--- src/rtl/lsg_pkg.sv ---
package lsg_pkg;

  typedef enum logic [1:0] {
    LVL_LO = 2'd0,
    LVL_HI = 2'd1,
    LVL_DC = 2'd2
  } level_e;

  function automatic level_e level_of(input logic bit_val, input logic dc_val);
    if (dc_val)       return LVL_DC;
    else if (bit_val) return LVL_HI;
    else              return LVL_LO;
  endfunction

endpackage

--- src/rtl/lsg_rst_sync.sv ---
module lsg_rst_sync #(
  parameter int STAGES = 2
) (
  input  logic clk,
  input  logic rst_n,
  output logic rst_sync_n
);

  logic [STAGES-1:0] sync_q;

  always_ff @(posedge clk or negedge rst_n) begin
    if (!rst_n) sync_q <= '0;
    else        sync_q <= {sync_q[STAGES-2:0], 1'b1};
  end

  assign rst_sync_n = sync_q[STAGES-1];

endmodule

--- src/rtl/lsg_tick_detect.sv ---
module lsg_tick_detect (
  input  logic clk,
  input  logic time_base,
  output logic tick
);

  // Sample flop runs through reset so no false tick follows release.
  logic tb_q;

  always_ff @(posedge clk) begin
    tb_q <= time_base;
  end

  assign tick = time_base ^ tb_q;

endmodule

--- src/rtl/lsg_step_timer.sv ---
module lsg_step_timer #(
  parameter int PER_W = 8,
  localparam int CNT_W = PER_W + 2
) (
  input  logic             clk,
  input  logic             rst_n,
  input  logic             tick,
  input  logic [PER_W-1:0] step_period,
  input  logic [PER_W-1:0] first_delay,
  output logic             adv
);

  // Biased start -(P+D) is folded into a larger first threshold 2P+D.
  logic [CNT_W-1:0] cnt_q, cnt_d;
  logic             first_q, first_d;
  logic [CNT_W-1:0] thr;
  logic [CNT_W-1:0] cnt_inc;

  always_comb begin
    if (first_q)
      thr = (CNT_W'(step_period) << 1) + CNT_W'(first_delay);
    else
      thr = CNT_W'(step_period);
    cnt_inc = cnt_q + CNT_W'(1);
    cnt_d   = cnt_q;
    first_d = first_q;
    adv     = 1'b0;
    if (tick) begin
      if (cnt_inc >= thr) begin
        cnt_d   = '0;
        first_d = 1'b0;
        adv     = 1'b1;
      end else begin
        cnt_d = cnt_inc;
      end
    end
  end

  always_ff @(posedge clk or negedge rst_n) begin
    if (!rst_n) begin
      cnt_q   <= '0;
      first_q <= 1'b1;
    end else if (tick) begin
      cnt_q   <= cnt_d;
      first_q <= first_d;
    end
  end

endmodule

--- src/rtl/lsg_index.sv ---
module lsg_index #(
  parameter int MAX_LEN = 8,
  localparam int LEN_W = $clog2(MAX_LEN + 1),
  localparam int IDX_W = (MAX_LEN > 1) ? $clog2(MAX_LEN) : 1
) (
  input  logic             clk,
  input  logic             rst_n,
  input  logic             adv,
  input  logic [LEN_W-1:0] seq_len,
  output logic [LEN_W-1:0] len_eff,
  output logic [IDX_W-1:0] idx
);

  logic [IDX_W-1:0] idx_q, idx_d;

  always_comb begin
    if (seq_len == '0)
      len_eff = LEN_W'(1);
    else if (seq_len > LEN_W'(MAX_LEN))
      len_eff = LEN_W'(MAX_LEN);
    else
      len_eff = seq_len;
  end

  always_comb begin
    idx_d = idx_q;
    if (LEN_W'(idx_q) >= len_eff - LEN_W'(1))
      idx_d = '0;
    else
      idx_d = idx_q + IDX_W'(1);
  end

  always_ff @(posedge clk or negedge rst_n) begin
    if (!rst_n)   idx_q <= '0;
    else if (adv) idx_q <= idx_d;
  end

  assign idx = idx_q;

endmodule

--- src/rtl/cyclic_level_gen.sv ---
module cyclic_level_gen #(
  parameter int MAX_LEN = 8,
  parameter int PER_W   = 8,
  localparam int LEN_W  = $clog2(MAX_LEN + 1),
  localparam int IDX_W  = (MAX_LEN > 1) ? $clog2(MAX_LEN) : 1
) (
  input  logic               clk,
  input  logic               rst_n,
  input  logic               time_base,
  input  logic [LEN_W-1:0]   seq_len,
  input  logic [MAX_LEN-1:0] seq_bits,
  input  logic [MAX_LEN-1:0] seq_dc,
  input  logic [PER_W-1:0]   step_period,
  input  logic [PER_W-1:0]   first_delay,
  output logic               lvl_data,
  output logic               lvl_en
);

  import lsg_pkg::*;

  logic             rst_sync_n;
  logic             tick;
  logic             adv;
  logic [LEN_W-1:0] len_eff;
  logic [IDX_W-1:0] idx;
  level_e           entry_lvl [MAX_LEN];
  level_e           cur_lvl;

  lsg_rst_sync #(.STAGES(2)) u_rst (
    .clk        (clk),
    .rst_n      (rst_n),
    .rst_sync_n (rst_sync_n)
  );

  lsg_tick_detect u_tick (
    .clk       (clk),
    .time_base (time_base),
    .tick      (tick)
  );

  lsg_step_timer #(.PER_W(PER_W)) u_timer (
    .clk         (clk),
    .rst_n       (rst_sync_n),
    .tick        (tick),
    .step_period (step_period),
    .first_delay (first_delay),
    .adv         (adv)
  );

  lsg_index #(.MAX_LEN(MAX_LEN)) u_index (
    .clk     (clk),
    .rst_n   (rst_sync_n),
    .adv     (adv),
    .seq_len (seq_len),
    .len_eff (len_eff),
    .idx     (idx)
  );

  for (genvar gi = 0; gi < MAX_LEN; gi++) begin : g_entry
    assign entry_lvl[gi] = level_of(seq_bits[gi], seq_dc[gi]);
  end

  always_comb begin
    cur_lvl = LVL_DC;
    for (int i = 0; i < MAX_LEN; i++) begin
      if (idx == IDX_W'(i)) cur_lvl = entry_lvl[i];
    end
  end

  assign lvl_data = (cur_lvl == LVL_HI);
  assign lvl_en   = (cur_lvl != LVL_DC);

endmodule

--- config.mk ---
export PLATFORM = sky130hd
export DESIGN_NAME = cyclic_level_gen
export DESIGN_NICKNAME = d
export VERILOG_FILES = /design/src/rtl/lsg_pkg.sv /design/src/rtl/lsg_rst_sync.sv /design/src/rtl/lsg_tick_detect.sv /design/src/rtl/lsg_step_timer.sv /design/src/rtl/lsg_index.sv /design/src/rtl/cyclic_level_gen.sv
export SDC_FILE = /design/constraint.sdc
export NUM_CORES = 1
export LEC_CHECK = 0
export ABC_AREA = 1
export CELL_PAD_IN_SITES_DETAIL_PLACEMENT = 1
export CELL_PAD_IN_SITES_GLOBAL_PLACEMENT = 2
export CORE_MARGIN = 5
export CORE_UTILIZATION = 32
export CTS_BUF_LIST = sky130_fd_sc_hd__clkbuf_4 sky130_fd_sc_hd__clkbuf_8
export DETAILED_ROUTE_END_ITERATION = 12
export DONT_BUFFER_PORTS = 1
export PLACE_DENSITY_LB_ADDON = 0.2
export SYNTH_ARGS = -nofsm -noshare
export SYNTH_HDL_FRONTEND = slang
export SYNTH_HIERARCHICAL = 1
export SYNTH_SLANG_ARGS = --single-unit
export TNS_END_PERCENT = 100
--- constraint.sdc ---
create_clock -name clk -period 1.03 [get_ports clk]
set_clock_uncertainty 0.15 [all_clocks]
set_input_delay 0.0515 -clock clk [delete_from_list [all_inputs] [get_ports clk]]
set_output_delay 0.0515 -clock clk [all_outputs]
set_load 0.01 [all_outputs]
==> summary.txt <==
STA
  • Min Tclk post-route: 2.46 ns
  • Hold Slack: 0.0312 ns
  • Fin. Hold Viols: 0
  • FMAX: 407 MHz
  • Period utilization: 2.39
  • RSZ-0062 raised after global routing: true
  • Setup WS post-layout: -1.43 ns
  • Setup violators final: 16
  • Fin. max-slew vios: 0

Critical path
  • Crit-path slowest cell: dfrtp_1
  • Worst EP required: 1.07 ns
  • Worst Setup Path Type: register to register
  • Crit path largest cell delay: 0.42 ns
  • Startpoint types: register
  • Crit Path Max Fanout: 5
  • Top delay family on crit path: simple AND/OR/NAND/NOR gates
  • Critical Path AT: 2.50 ns
  • Worst reg2reg startpoint: u_timer/cnt_q[1]
  • Most frequent CP cell: nand2_4
  • Worst reg2reg path depth: 17
  • Flop2flop setup slack: -1.43 ns
  • Critical Path, Cell by Cell: buf_6, nand2_4, nor2_4, nand2_4, o21ai_2, nand2_2, ha_4, nand2_4, nor2_4, nand3_2, nand3_2, nand2_1, inv_2, nand2_1, xnor2_1, inv_1, a21oi_2
  • FF-to-FF End: u_index/idx[2]
  • CP endpoint kind: register
  • Critical path buffers and inverters: 3

Power and ir drop
  • Tot Pwr: 5200 uW
  • Combinational share of power: 0.677
  • Worst VDD drop: 1.15 mV
  • Sw frac: 0.460
  • Reg power frac: 0.224
  • Leak: 0.00135 uW
  • Int Pwr: 2810 uW
  • PwrDens: 1980 nW/um^2
  • Power share of the clock group: 0.099
  • Sw power: 2390 uW

Clocking
  • Clock Latency Late Sink: 0.26 ns
  • Clock buffer depth: 2
  • CTS tree: done
  • TritonCTS Buffers: 3
  • Clk pin slew, worst setup/hold paths: 0.07 ns
  • CTS H-tree depth: 1
  • Root Buffer: clkbuf_8
  • Total clock sinks: 17

Layout
  • Layout Utilization: 0.470
  • Share of post-route cells with drive strength above 1: 0.318
  • Most frequent cells in the layout: nand2_1 (81), buf_4 (42), inv_1 (40)
  • Number of nets in the layout: 401
  • Area of the multi-input gates: 1460 sq um
  • Area Overhead vs Synth: 41.5%
  • Antenna cells: 0
  • FILL cells: 724
  • Register area: 424 sq um
  • Most common cell after layout, fill and taps aside: nand2_1

Yosys
  • Avg Cell Area, Syn: 6.52 sq um
  • Mapped Cells: 284
  • Ys Warns: 6
  • Mapped cell area: 1850 sq um
  • Post-Syn Nets: 347

Placed design
  • Post-DP HPWL: 4.49 mm
  • Routability cong.: 0.746
  • Port bufs: 0
  • Dpl ws: -1.46 ns

Outcome
  • Status: finished with violations
  • Failing checks: setup timing

GRT
  • Largest net degree at the start of global routing: 15
  • Tot GR Track Use: 0.156
  • First-pass GRT wire length: 9.34 mm
  • Overflow after GRT: 0
  • Vias in the first global route: 2079
  • Initial antenna violation count: 0

Die
  • Starting Density: 0.332
  • Row count: 27
  • Height of the die: 86.1 um
  • Area of the die: 7410 sq um
  • Core area: 5570 sq um
  • IO Count: 41
  • Die width: 86.1 um

Routing
  • WL per Instance: 13.3 um
  • Pre-antenna DRT Iters: 4
  • DRT iter0 DRCs: 29
  • DRC: 0
  • DRT Wirelength: 5.46 mm
  • Routed vias/inst: 4.85
  • Post-route ant nets: 0
  • DR vias: 1985

Run
  • Max cap viols: 0

Worst hold path
  • Min-Delay Path Class: register to async pin
-- per-layer routing --
metal / wire (um) / vias to the layer above / global-route usage
li1: - / 1016 / -
met1: 2170 / 945 / 0.175
met2: 3100 / 22 / 0.307
met3: 162 / 2 / 0.0307
met4: 27 / 0 / 0.0173
met5: 0 / - / 0
-- stage by stage --
step           area, sq um  TNS [ns]  cells
3_3_place_gp          2290    -18.13    396
3_5_place_dp          2290    -18.77    396
5_1_grt               2620    -21.71    409
2_1_floorplan         1880    -15.42    284
6_report              2620    -19.34    409
4_1_cts               2460    -19.64    405
-- timing repair --
action,in CTS,in global routing
setup buffers,2,5
pin swaps,4,5
hold buffers,3,0
endpoints found under the hold margin,3,0
resized for setup,17,30
endpoints found under the setup margin,16,16
-- worst max-delay path by stage --
stage | cells after the start | slack [ns] | start | endpoint
2_1_floorplan | 19 | -1.35 | step_period[0] | u_index/idx[2]
6_report | 17 | -1.43 | u_timer/cnt_q[1] | u_index/idx[2]
3_5_place_dp | 20 | -1.46 | step_period[0] | u_index/idx[2]
5_1_grt | 19 | -1.58 | u_timer/cnt_q[1] | u_index/idx[2]
4_1_cts | 17 | -1.40 | u_timer/cnt_q[1] | u_index/idx[2]
3_3_place_gp | 20 | -1.38 | step_period[0] | u_index/idx[2]
-- registers in the layout (all words and copies together), names as in the netlist --
register         flops
u_tick/tb_q          1
u_timer/first_q      1
u_rst/sync_q         2
u_index/idx          3
u_timer/cnt_q       10
-- power by group through the flow --
stage / logic [uW] / registers (uW) / clock network (uW)
after global routing: 3990 / 1190 / 564
after global placement: 2780 / 1130 / 0
after detailed placement: 2900 / 1130 / 0
final: 3520 / 1160 / 517
after floorplan: 1700 / 1120 / 0
after CTS: 3150 / 1130 / 529
-- cell type report --
type | count | area share
Tap cell | 72 | 0.0344
Inverter | 48 | 0.0687
Clock inverter | 1 | 0.00191
Sequential cell | 17 | 0.162
Timing Repair Buffer | 51 | 0.161
Clock buffer | 3 | 0.0158
Multi-Input combinational cell | 217 | 0.557
No activity file was read; power rests on OpenSTA's default activity.
